`config.mk`:
```
export PLATFORM = sky130hd
export DESIGN_NAME = i2s_tx_master
export DESIGN_NICKNAME = d
export VERILOG_FILES = /design/src/rtl/i2s_tx_master.sv
export SDC_FILE = /design/constraint.sdc
export NUM_CORES = 1
export LEC_CHECK = 0
export BUFFER_PORTS_ARGS = -buffer_cell sky130_fd_sc_hd__buf_2
export CELL_PAD_IN_SITES_DETAIL_PLACEMENT = 0
export CELL_PAD_IN_SITES_GLOBAL_PLACEMENT = 1
export CORE_MARGIN = 3
export CORE_UTILIZATION = 50
export DETAILED_ROUTE_END_ITERATION = 12
export PLACE_DENSITY_LB_ADDON = 0.12
export SYNTH_ARGS = -nofsm -noshare
export SYNTH_HDL_FRONTEND = slang
export SYNTH_SLANG_ARGS = --single-unit
```
`constraint.sdc`:
```
create_clock -name clk -period 8.8 [get_ports clk]
set_input_delay 0.44 -clock clk [delete_from_list [all_inputs] [get_ports clk]]
set_output_delay 0.44 -clock clk [all_outputs]
set_load 0.01 [all_outputs]
```
`src/rtl/i2s_tx_master.sv`:
```
module i2s_tx_master #(
  parameter int HALF_DIV = 2
) (
  input  logic        clk,
  input  logic        rst_n,
  input  logic        enable,
  input  logic [1:0]  cfg_fmt,
  input  logic [1:0]  cfg_width,
  input  logic        cfg_frame64,
  input  logic        cfg_mono,
  input  logic        cfg_swap,
  input  logic        mute_l,
  input  logic        mute_r,
  input  logic        s_valid,
  output logic        s_ready,
  input  logic [31:0] s_left,
  input  logic [31:0] s_right,
  output logic        sck,
  output logic        lrck,
  output logic        sdo,
  output logic        underrun
);
  localparam int PER = 2 * HALF_DIV;
  localparam int TCW = (PER > 2) ? $clog2(PER) : 1;

  logic [1:0]  c_fmt, c_width;
  logic        c_f64, c_mono, c_swap;
  logic        run;
  logic [TCW-1:0] tc;
  logic [5:0]  bit_n;
  logic        hb_valid;
  logic [31:0] hb_l, hb_r, cur_l, cur_r;
  logic        cur_ml, cur_mr;

  logic        is_i2s, is_rj, ev, load;
  logic [5:0]  slot_len, nlast, nn, np, pos, wv, eff, idx;
  logic        sel, illegal, in_rng, muted, sdo_nx, lrck_nx;
  logic [31:0] nl, nr, w_r, w0, w1, word, v;
  logic        nml, nmr;

  assign is_i2s   = (c_fmt == 2'd0);
  assign is_rj    = (c_fmt == 2'd2);
  assign slot_len = c_f64 ? 6'd32 : 6'd16;
  assign nlast    = c_f64 ? 6'd63 : 6'd31;
  assign ev       = enable && (!run || tc == '0);
  assign nn       = !run ? 6'd0 : ((bit_n == nlast) ? 6'd0 : bit_n + 6'd1);
  assign np       = is_i2s ? ((nn == 6'd0) ? nlast : nn - 6'd1) : nn;
  assign load     = ev && (np == 6'd0);

  assign nl  = (load && hb_valid) ? hb_l : cur_l;
  assign nr  = (load && hb_valid) ? hb_r : cur_r;
  assign nml = load ? mute_l : cur_ml;
  assign nmr = load ? mute_r : cur_mr;

  assign w_r = c_mono ? nl : nr;
  assign w0  = c_swap ? w_r : nl;
  assign w1  = c_swap ? nl : w_r;

  assign sel   = c_f64 ? np[5] : np[4];
  assign pos   = c_f64 ? {1'b0, np[4:0]} : {2'b00, np[3:0]};
  assign word  = sel ? w1 : w0;
  assign muted = sel ? nmr : nml;

  always_comb begin
    case (c_width)
      2'd0:    wv = 6'd16;
      2'd1:    wv = 6'd20;
      2'd2:    wv = 6'd24;
      default: wv = 6'd32;
    endcase
  end

  assign illegal = !c_f64 && (c_width != 2'd0);
  assign eff     = illegal ? 6'd16 : wv;
  assign v       = illegal ? (word >> (wv - 6'd16)) : word;
  assign in_rng  = is_rj ? (pos >= slot_len - eff) : (pos < eff);
  assign idx     = is_rj ? (slot_len - 6'd1 - pos) : (eff - 6'd1 - pos);
  assign sdo_nx  = !muted && in_rng && v[idx[4:0]];
  assign lrck_nx = (c_f64 ? nn[5] : nn[4]) ^ !is_i2s;

  assign s_ready = !hb_valid;

  always_ff @(posedge clk or negedge rst_n) begin
    if (!rst_n) begin
      c_fmt <= '0; c_width <= '0; c_f64 <= 1'b0; c_mono <= 1'b0; c_swap <= 1'b0;
      run <= 1'b0; tc <= '0; bit_n <= '0;
      sck <= 1'b0; lrck <= 1'b0; sdo <= 1'b0; underrun <= 1'b0;
      cur_l <= '0; cur_r <= '0; cur_ml <= 1'b0; cur_mr <= 1'b0;
    end else begin
      underrun <= 1'b0;
      if (!enable) begin
        c_fmt <= cfg_fmt; c_width <= cfg_width; c_f64 <= cfg_frame64;
        c_mono <= cfg_mono; c_swap <= cfg_swap;
        run <= 1'b0; tc <= '0; bit_n <= '0;
        sck <= 1'b0; lrck <= 1'b0; sdo <= 1'b0;
        cur_l <= '0; cur_r <= '0; cur_ml <= 1'b0; cur_mr <= 1'b0;
      end else begin
        run <= 1'b1;
        if (!run)                        tc <= TCW'(1);
        else if (tc == TCW'(PER - 1))    tc <= '0;
        else                             tc <= tc + TCW'(1);
        if (run && tc == TCW'(HALF_DIV)) sck <= 1'b1;
        if (ev) begin
          sck   <= 1'b0;
          bit_n <= nn;
          lrck  <= lrck_nx;
          sdo   <= sdo_nx;
          if (load) begin
            cur_l <= nl; cur_r <= nr; cur_ml <= mute_l; cur_mr <= mute_r;
            underrun <= !hb_valid;
          end
        end
      end
    end
  end

  always_ff @(posedge clk or negedge rst_n) begin
    if (!rst_n) begin
      hb_valid <= 1'b0; hb_l <= '0; hb_r <= '0;
    end else begin
      if (load && hb_valid) hb_valid <= 1'b0;
      if (s_valid && !hb_valid) begin
        hb_valid <= 1'b1; hb_l <= s_left; hb_r <= s_right;
      end
    end
  end

  p_idle_r1: assert property (@(posedge clk) disable iff (!rst_n)
    !enable |=> (!sck && !lrck && !sdo));
  p_edge_r1: assert property (@(posedge clk) disable iff (!rst_n)
    $rose(sck) |-> ($stable(sdo) && $stable(lrck)));
  p_take_r11: assert property (@(posedge clk) disable iff (!rst_n)
    (s_valid && s_ready) |=> !s_ready);
  p_pulse_r12: assert property (@(posedge clk) disable iff (!rst_n)
    underrun |=> !underrun);
  p_cfg_hold_r13: assert property (@(posedge clk) disable iff (!rst_n)
    (enable && $past(enable)) |-> ($stable(c_fmt) && $stable(c_width) && $stable(c_f64)));
endmodule

```
==> flow_metrics.tcl, run 1 <==
set metrics [dict create \
    grt_overflow 0 \
    synth_edf_count 0 \
    start_util 0.511 \
    firstDrtPassIters 5 \
    numCtsBuffers 17 \
    finClkSkew_ps 20.5 \
    ctsResizeCount 0 \
    yosys.area.top_type_share 0.426 \
    yosys.area.top_type "dfrtp_1" \
    drt-vias-per-instance 5.94 \
    reg2reg_setup_slack_ps 3600 \
    cts_hold_buf 0 \
    reg2reg_from "bit_n[0]$_DFFE_PN0N_" \
    grtUsageTotal 0.247 \
    synth_area_leaders "dfrtp_1 43%, mux2_2 10%, nand2_1 7.1%" \
    drc 0 \
    place_ws_ps 3670 \
    async_reset_ff_frac 1.00 \
    rr_worst_depth 15 \
    cts_setup_buffers 0 \
    synth.most_common_cell "nand2_1" \
    final_cell_area_mm2 0.00986 \
    insertion_delay_ps 430 \
    core_mm2 0.0174 \
    place_congestion 0.909 \
    cts.sinks 151 \
    grt_max_degree 90 \
    vdd_drop_max_mv 0.211 \
    relSlewSlack 0.330 \
    p_leak_nw 4.18 \
    setup_violations 0 \
    setup_ws_ps 3600 \
    routed_wl_um 23600 \
    place_hpwl_um 16500 \
    die_h_um 139 \
    cp-start-kind "flop" \
    rsz0062_at_grt "no" \
    syn_to_final_growth_pct 11.1 \
    syn_nets 1020 \
    synth_seq_cells 151 \
    min_period_ps 5200 \
    min_path_type "primary input to async pin" \
    rows 48 \
    grt_pass1_wl_um 38600 \
    dpl_cell_area_mm2 0.00928 \
    synth_common_cells "168 x nand2_1, 151 x dfrtp_1, 114 x o21ai_0, 81 x mux2_2, 43 x nor2_1" \
    min_period_over_period 0.591 \
    fin_tns_setup_ps 0 \
    yosysWarnings 0 \
    hold_violations 0 \
    timing.rr.end "sdo$_DFFE_PN0N_" \
    arrival_ps 5530 \
    maxCapViolations 0 \
    synth_area_per_cell_um2 9.55 \
    cp_max_fo 28 \
    first_global_vias 7152 \
    critPathCaptureType "flop" \
    drtIter0Drc 432 \
    cts-root-buf "clkbuf_16" \
    power.density_mw_per_mm2 238 \
    htree_levels 4 \
    postRouteAntennaNets 0 \
    netlist_area_mm2 0.00887 \
    diodes 0 \
    fill_cells 1572 \
    ys.flop_type "dfrtp_1" \
    ys_seq_area_frac 0.426 \
    required_ps 9130 \
    syn_inst 929 \
    clk_path_buf_depth 2 \
    cts_tree "yes" \
    die-width_um 139 \
    final_layout_size_suffix_gt1_frac 0.243 \
    criticalPathCategory "flop to flop" \
    die-area_mm2 0.0194 \
    fmax_ghz 0.192 \
    worst_pin_slew_ps 994 \
    dr_total_vias 7179 \
    ys_types 78 \
    post-route-util 0.568 \
    port-buffer-count 81 \
    final_nets 1062 \
    wl_per_cell_um 19.5 \
    maxSlewViolCount 0 \
    outcome "finished clean" \
    grt_antenna_before_repair 0 \
    io_pins 82 \
    path_clk_slew_ps 70 \
]
==> kinds of logic after synthesis <==
family,synth area share
AO/OA/AOI/OAI,0.176
XOR/XNOR,0.0150
adder cells (fa/ha/maj),0.0206
buffers and inverters,0.0515
flip-flops,0.426
multiplexers,0.160
AND/OR/NAND/NOR,0.151
==> sequential cells by signal (all words and copies together) (netlist names) <==
name      cells
hb_r         32
cur_mr        1
hb_valid      1
sdo           1
hb_l         32
cur_l        32
run           1
c_width       2
underrun      1
cur_ml        1
c_swap        1
sck           1
c_f64         1
c_mono        1
lrck          1
tc            2
c_fmt         2
cur_r        32
bit_n         6
==> power by group <==
group          switching, W  leakage [nW]  internal (W)
logic              0.000337          1.96      0.000286
registers          0.000126          1.94      0.000882
clock network      0.000309         0.280      0.000406
==> per-stage QoR <==
step           power [W]  instances  hold slack [ps]
4_1_cts          0.00237       1209             97.9
5_1_grt          0.00249       1209              122
3_5_place_dp     0.00165       1177              467
3_3_place_gp     0.00163       1177              452
6_report         0.00235       1209             63.2
2_1_floorplan    0.00145        929              144
==> worst max-delay path, stage by stage (launching register included) <==
cell and delay (ps):
dfrtp_1 460, ha_1 380, nand2_1 110, ha_1 200
inv_1 100, nor2_1 80, a211oi_1 470, xor2_1 390
nand4_2 700, or2_1 740, mux2i_1 440, o21ai_0 150
a221o_1 300, a32oi_1 220, a221oi_1 120, o311ai_1 230
==> worst max-delay path by stage <==
stage / startpoint / depth (start not counted) / slack, ps / to
global placement: bit_n[0]$_DFFE_PN0N_ / 15 / 3870 / sdo$_DFFE_PN0N_
CTS: bit_n[0]$_DFFE_PN0N_ / 15 / 3650 / sdo$_DFFE_PN0N_
global route: bit_n[0]$_DFFE_PN0N_ / 15 / 3260 / sdo$_DFFE_PN0N_
floorplan: bit_n[1]$_DFFE_PN0N_ / 15 / 4930 / sdo$_DFFE_PN0N_
finish: bit_n[0]$_DFFE_PN0N_ / 15 / 3600 / sdo$_DFFE_PN0N_
detailed placement: bit_n[0]$_DFFE_PN0N_ / 15 / 3670 / sdo$_DFFE_PN0N_
==> placed cells by master, fill, tap and decap left out, types with 5 or more instances in the layout <==
| cell | n |
|---|---|
| a21oi_1 | 38 |
| mux2i_1 | 36 |
| and2_1 | 5 |
| nor3_1 | 14 |
| xor2_1 | 5 |
| dfrtp_1 | 151 |
| clkbuf_16 | 17 |
| o22ai_1 | 12 |
| nor2b_1 | 11 |
| inv_1 | 17 |
| a211oi_1 | 6 |
| xnor2_1 | 7 |
| nor2_1 | 43 |
| o21ai_0 | 114 |
| and3_1 | 7 |
| a31oi_1 | 6 |
| mux2_2 | 81 |
| buf_4 | 11 |
| nand2b_1 | 8 |
| nand2_1 | 168 |
| nand3_1 | 13 |
| ha_1 | 13 |
| mux2_4 | 5 |
| buf_2 | 80 |
==> routing by layer <==
layer  vias up  global-route usage  wire [µm]  part of all wire
met4         0              0.0716        403             0.017
met5         -                   0          0                 0
met2       232               0.398      11300              0.48
met1      3534               0.342      10600              0.45
met3        25              0.0466       1260             0.053
li1       3388                   -          -                 -
==> area by class of cell <==
class / count / area [µm²] / share of cell area
Clock inverter: 13 / 136 / 0.0138
Clock buffer: 19 / 443 / 0.0449
Multi-Input combinational cell: 691 / 4650 / 0.472
Timing Repair Buffer: 92 / 494 / 0.0501
Inverter: 18 / 67.6 / 0.00686
Tap cell: 225 / 282 / 0.0286
Sequential cell: 151 / 3780 / 0.383
No activity file was read; power rests on OpenSTA's default activity.
==> run 2, diff against run 1 <==
--- a/config.mk
+++ b/config.mk
@@ -9,7 +9,7 @@
 export CELL_PAD_IN_SITES_DETAIL_PLACEMENT = 0
 export CELL_PAD_IN_SITES_GLOBAL_PLACEMENT = 1
 export CORE_MARGIN = 3
-export CORE_UTILIZATION = 50
+export CORE_UTILIZATION = 47
 export DETAILED_ROUTE_END_ITERATION = 12
 export PLACE_DENSITY_LB_ADDON = 0.12
 export SYNTH_ARGS = -nofsm -noshare
==> constraint.sdc (replaced) <==
create_clock -name clk -period 5.25 [get_ports clk]
set_input_delay 0.2625 -clock clk [delete_from_list [all_inputs] [get_ports clk]]
set_output_delay 0.2625 -clock clk [all_outputs]
set_load 0.01 [all_outputs]
==> flow_metrics.tcl, run 2 (synthesis results as in run 1) <==
set metrics [dict create \
    first_global_vias 6820 \
    diodes 0 \
    min_period_ps 4700 \
    numCtsBuffers 17 \
    place_hpwl_um 15900 \
    dr_total_vias 7110 \
    final_common_cell "nand2_1" \
    setup_violations 0 \
    syn_to_final_growth_pct 12.2 \
    fmax_ghz 0.213 \
    firstDrtPassIters 6 \
    cp-start-kind "flop" \
    final_cell_area_mm2 0.00995 \
    min_path_type "primary input to flop" \
    dp.cells 1186 \
    rows 49 \
    finClkSkew_ps 12.6 \
    min_period_over_period 0.896 \
    power.density_mw_per_mm2 401 \
    drt-vias-per-instance 5.83 \
    insertion_delay_ps 430 \
    hold_start "s_right[20]" \
    cp_top_family "compound AO/OA/AOI/OAI gates" \
    clk_path_buf_depth 2 \
    outcome "finished clean" \
    postRouteAntennaNets 0 \
    drc 0 \
    rsz0062_at_grt "no" \
    worst_pin_slew_ps 919 \
    cts_tree "yes" \
    vdd_drop_max_mv 0.408 \
    final_layout_size_suffix_gt1_frac 0.245 \
    place_congestion 0.992 \
    cp_max_fo 13 \
    relSlewSlack 0.387 \
    hold_violations 0 \
    io_pins 82 \
    start_util 0.485 \
    maxSlewViolCount 0 \
    cts.sinks 151 \
    grt_overflow 0 \
    arrival_ps 5020 \
    dpl_cell_area_mm2 0.00935 \
    p_leak_nw 4.22 \
    cts_setup_buffers 0 \
    cpMostUsedCell "ha_1" \
    grt_pass1_wl_um 37900 \
    grtUsageTotal 0.232 \
    routed_wl_um 23200 \
    fin_tns_setup_ps 0 \
    hold_ws_ps 61.7 \
    wl_per_cell_um 19.0 \
    layout_common_cells "168 x nand2_1, 151 x dfrtp_1, 114 x o21ai_0, 81 x mux2_2, 80 x buf_2" \
    reg2reg_from "bit_n[0]$_DFFE_PN0N_" \
    die-area_mm2 0.0206 \
    path_cells "ha_1, nand2_1, ha_1, inv_1, nor2_1, a211oi_1, xor2_1, nand4_2, or2_1, mux2i_1, o21ai_0, a221o_1, a32oi_1, a221oi_1, o311ai_1" \
    final_nets 1068 \
    cts-root-buf "clkbuf_16" \
    ctsResizeCount 0 \
    required_ps 5570 \
    drtIter0Drc 447 \
    worst-path-buf-inv 1 \
    grt_antenna_before_repair 0 \
    fin_cells 1219 \
    critPathCaptureType "flop" \
    grt_max_degree 96 \
    htree_levels 4 \
    core_mm2 0.0183 \
    path_clk_slew_ps 70 \
    cp_slowest_cell "or2_1" \
    crit_path_max_incr_delay_ps 610 \
    die-width_um 143 \
    port-buffer-count 81 \
    maxCapViolations 0 \
    startpoint "bit_n[0]$_DFFE_PN0N_" \
    criticalPathCategory "flop to flop" \
    die_h_um 143 \
]
==> run 2: per-layer routing <==
layer  track usage  wire, µm
met1         0.348     11200
met2         0.342     10400
met3        0.0409      1110
met4        0.0733       491
met5             0         0
==> run 2: where the power goes <==
group	switching [W]	total, W	internal, W
logic	0.000559	0.00105	0.000490
registers	0.000220	0.00170	0.00148
clock network	0.000526	0.00124	0.000716
total	0.00131	0.00399	0.00268
==> run 2: repair_timing <==
action                                 4_1_cts  5_1_grt
hold buffers                                 1        0
endpoints found under the hold margin       90        0
setup endpoints to repair                    0        0
==> run 2: path summary, 6_finish.rpt <==
check                                         to  slack, ps  depth (start not counted)
max in group asynchronous  cur_r[30]$_DFFE_PN0P_       3490                          3
min reg2reg                      tc[0]$_DFF_PN0_        460                          1
max                              sdo$_DFFE_PN0N_        550                         15
min in group asynchronous   hb_r[12]$_DFFE_PN0P_        440                          2
max reg2reg                      sdo$_DFFE_PN0N_        550                         15
min                         hb_r[20]$_DFFE_PN0P_         60                          2
==> run 2: layout make-up <==
type | instances | area, µm²
flip-flops and latches | 151 | 3780
multi-input cells | 691 | 4650
clock buffers | 19 | 433
fillers | 1718 | 8320
inverters | 18 | 67.6
clock inverters | 13 | 160
well taps | 229 | 287
repair buffers | 98 | 579
==> run 2: through the flow <==
| step | total power [W] | setup slack, ps | util |
|---|---|---|---|
| detailed placement | 0.00277 | 657 | 0.512 |
| floorplan | 0.00243 | 1380 | - |
| global placement | 0.00276 | 721 | 0.512 |
| finish | 0.00399 | 547 | 0.545 |
| CTS | 0.00402 | 605 | 0.545 |
| global route | 0.00423 | 219 | 0.545 |
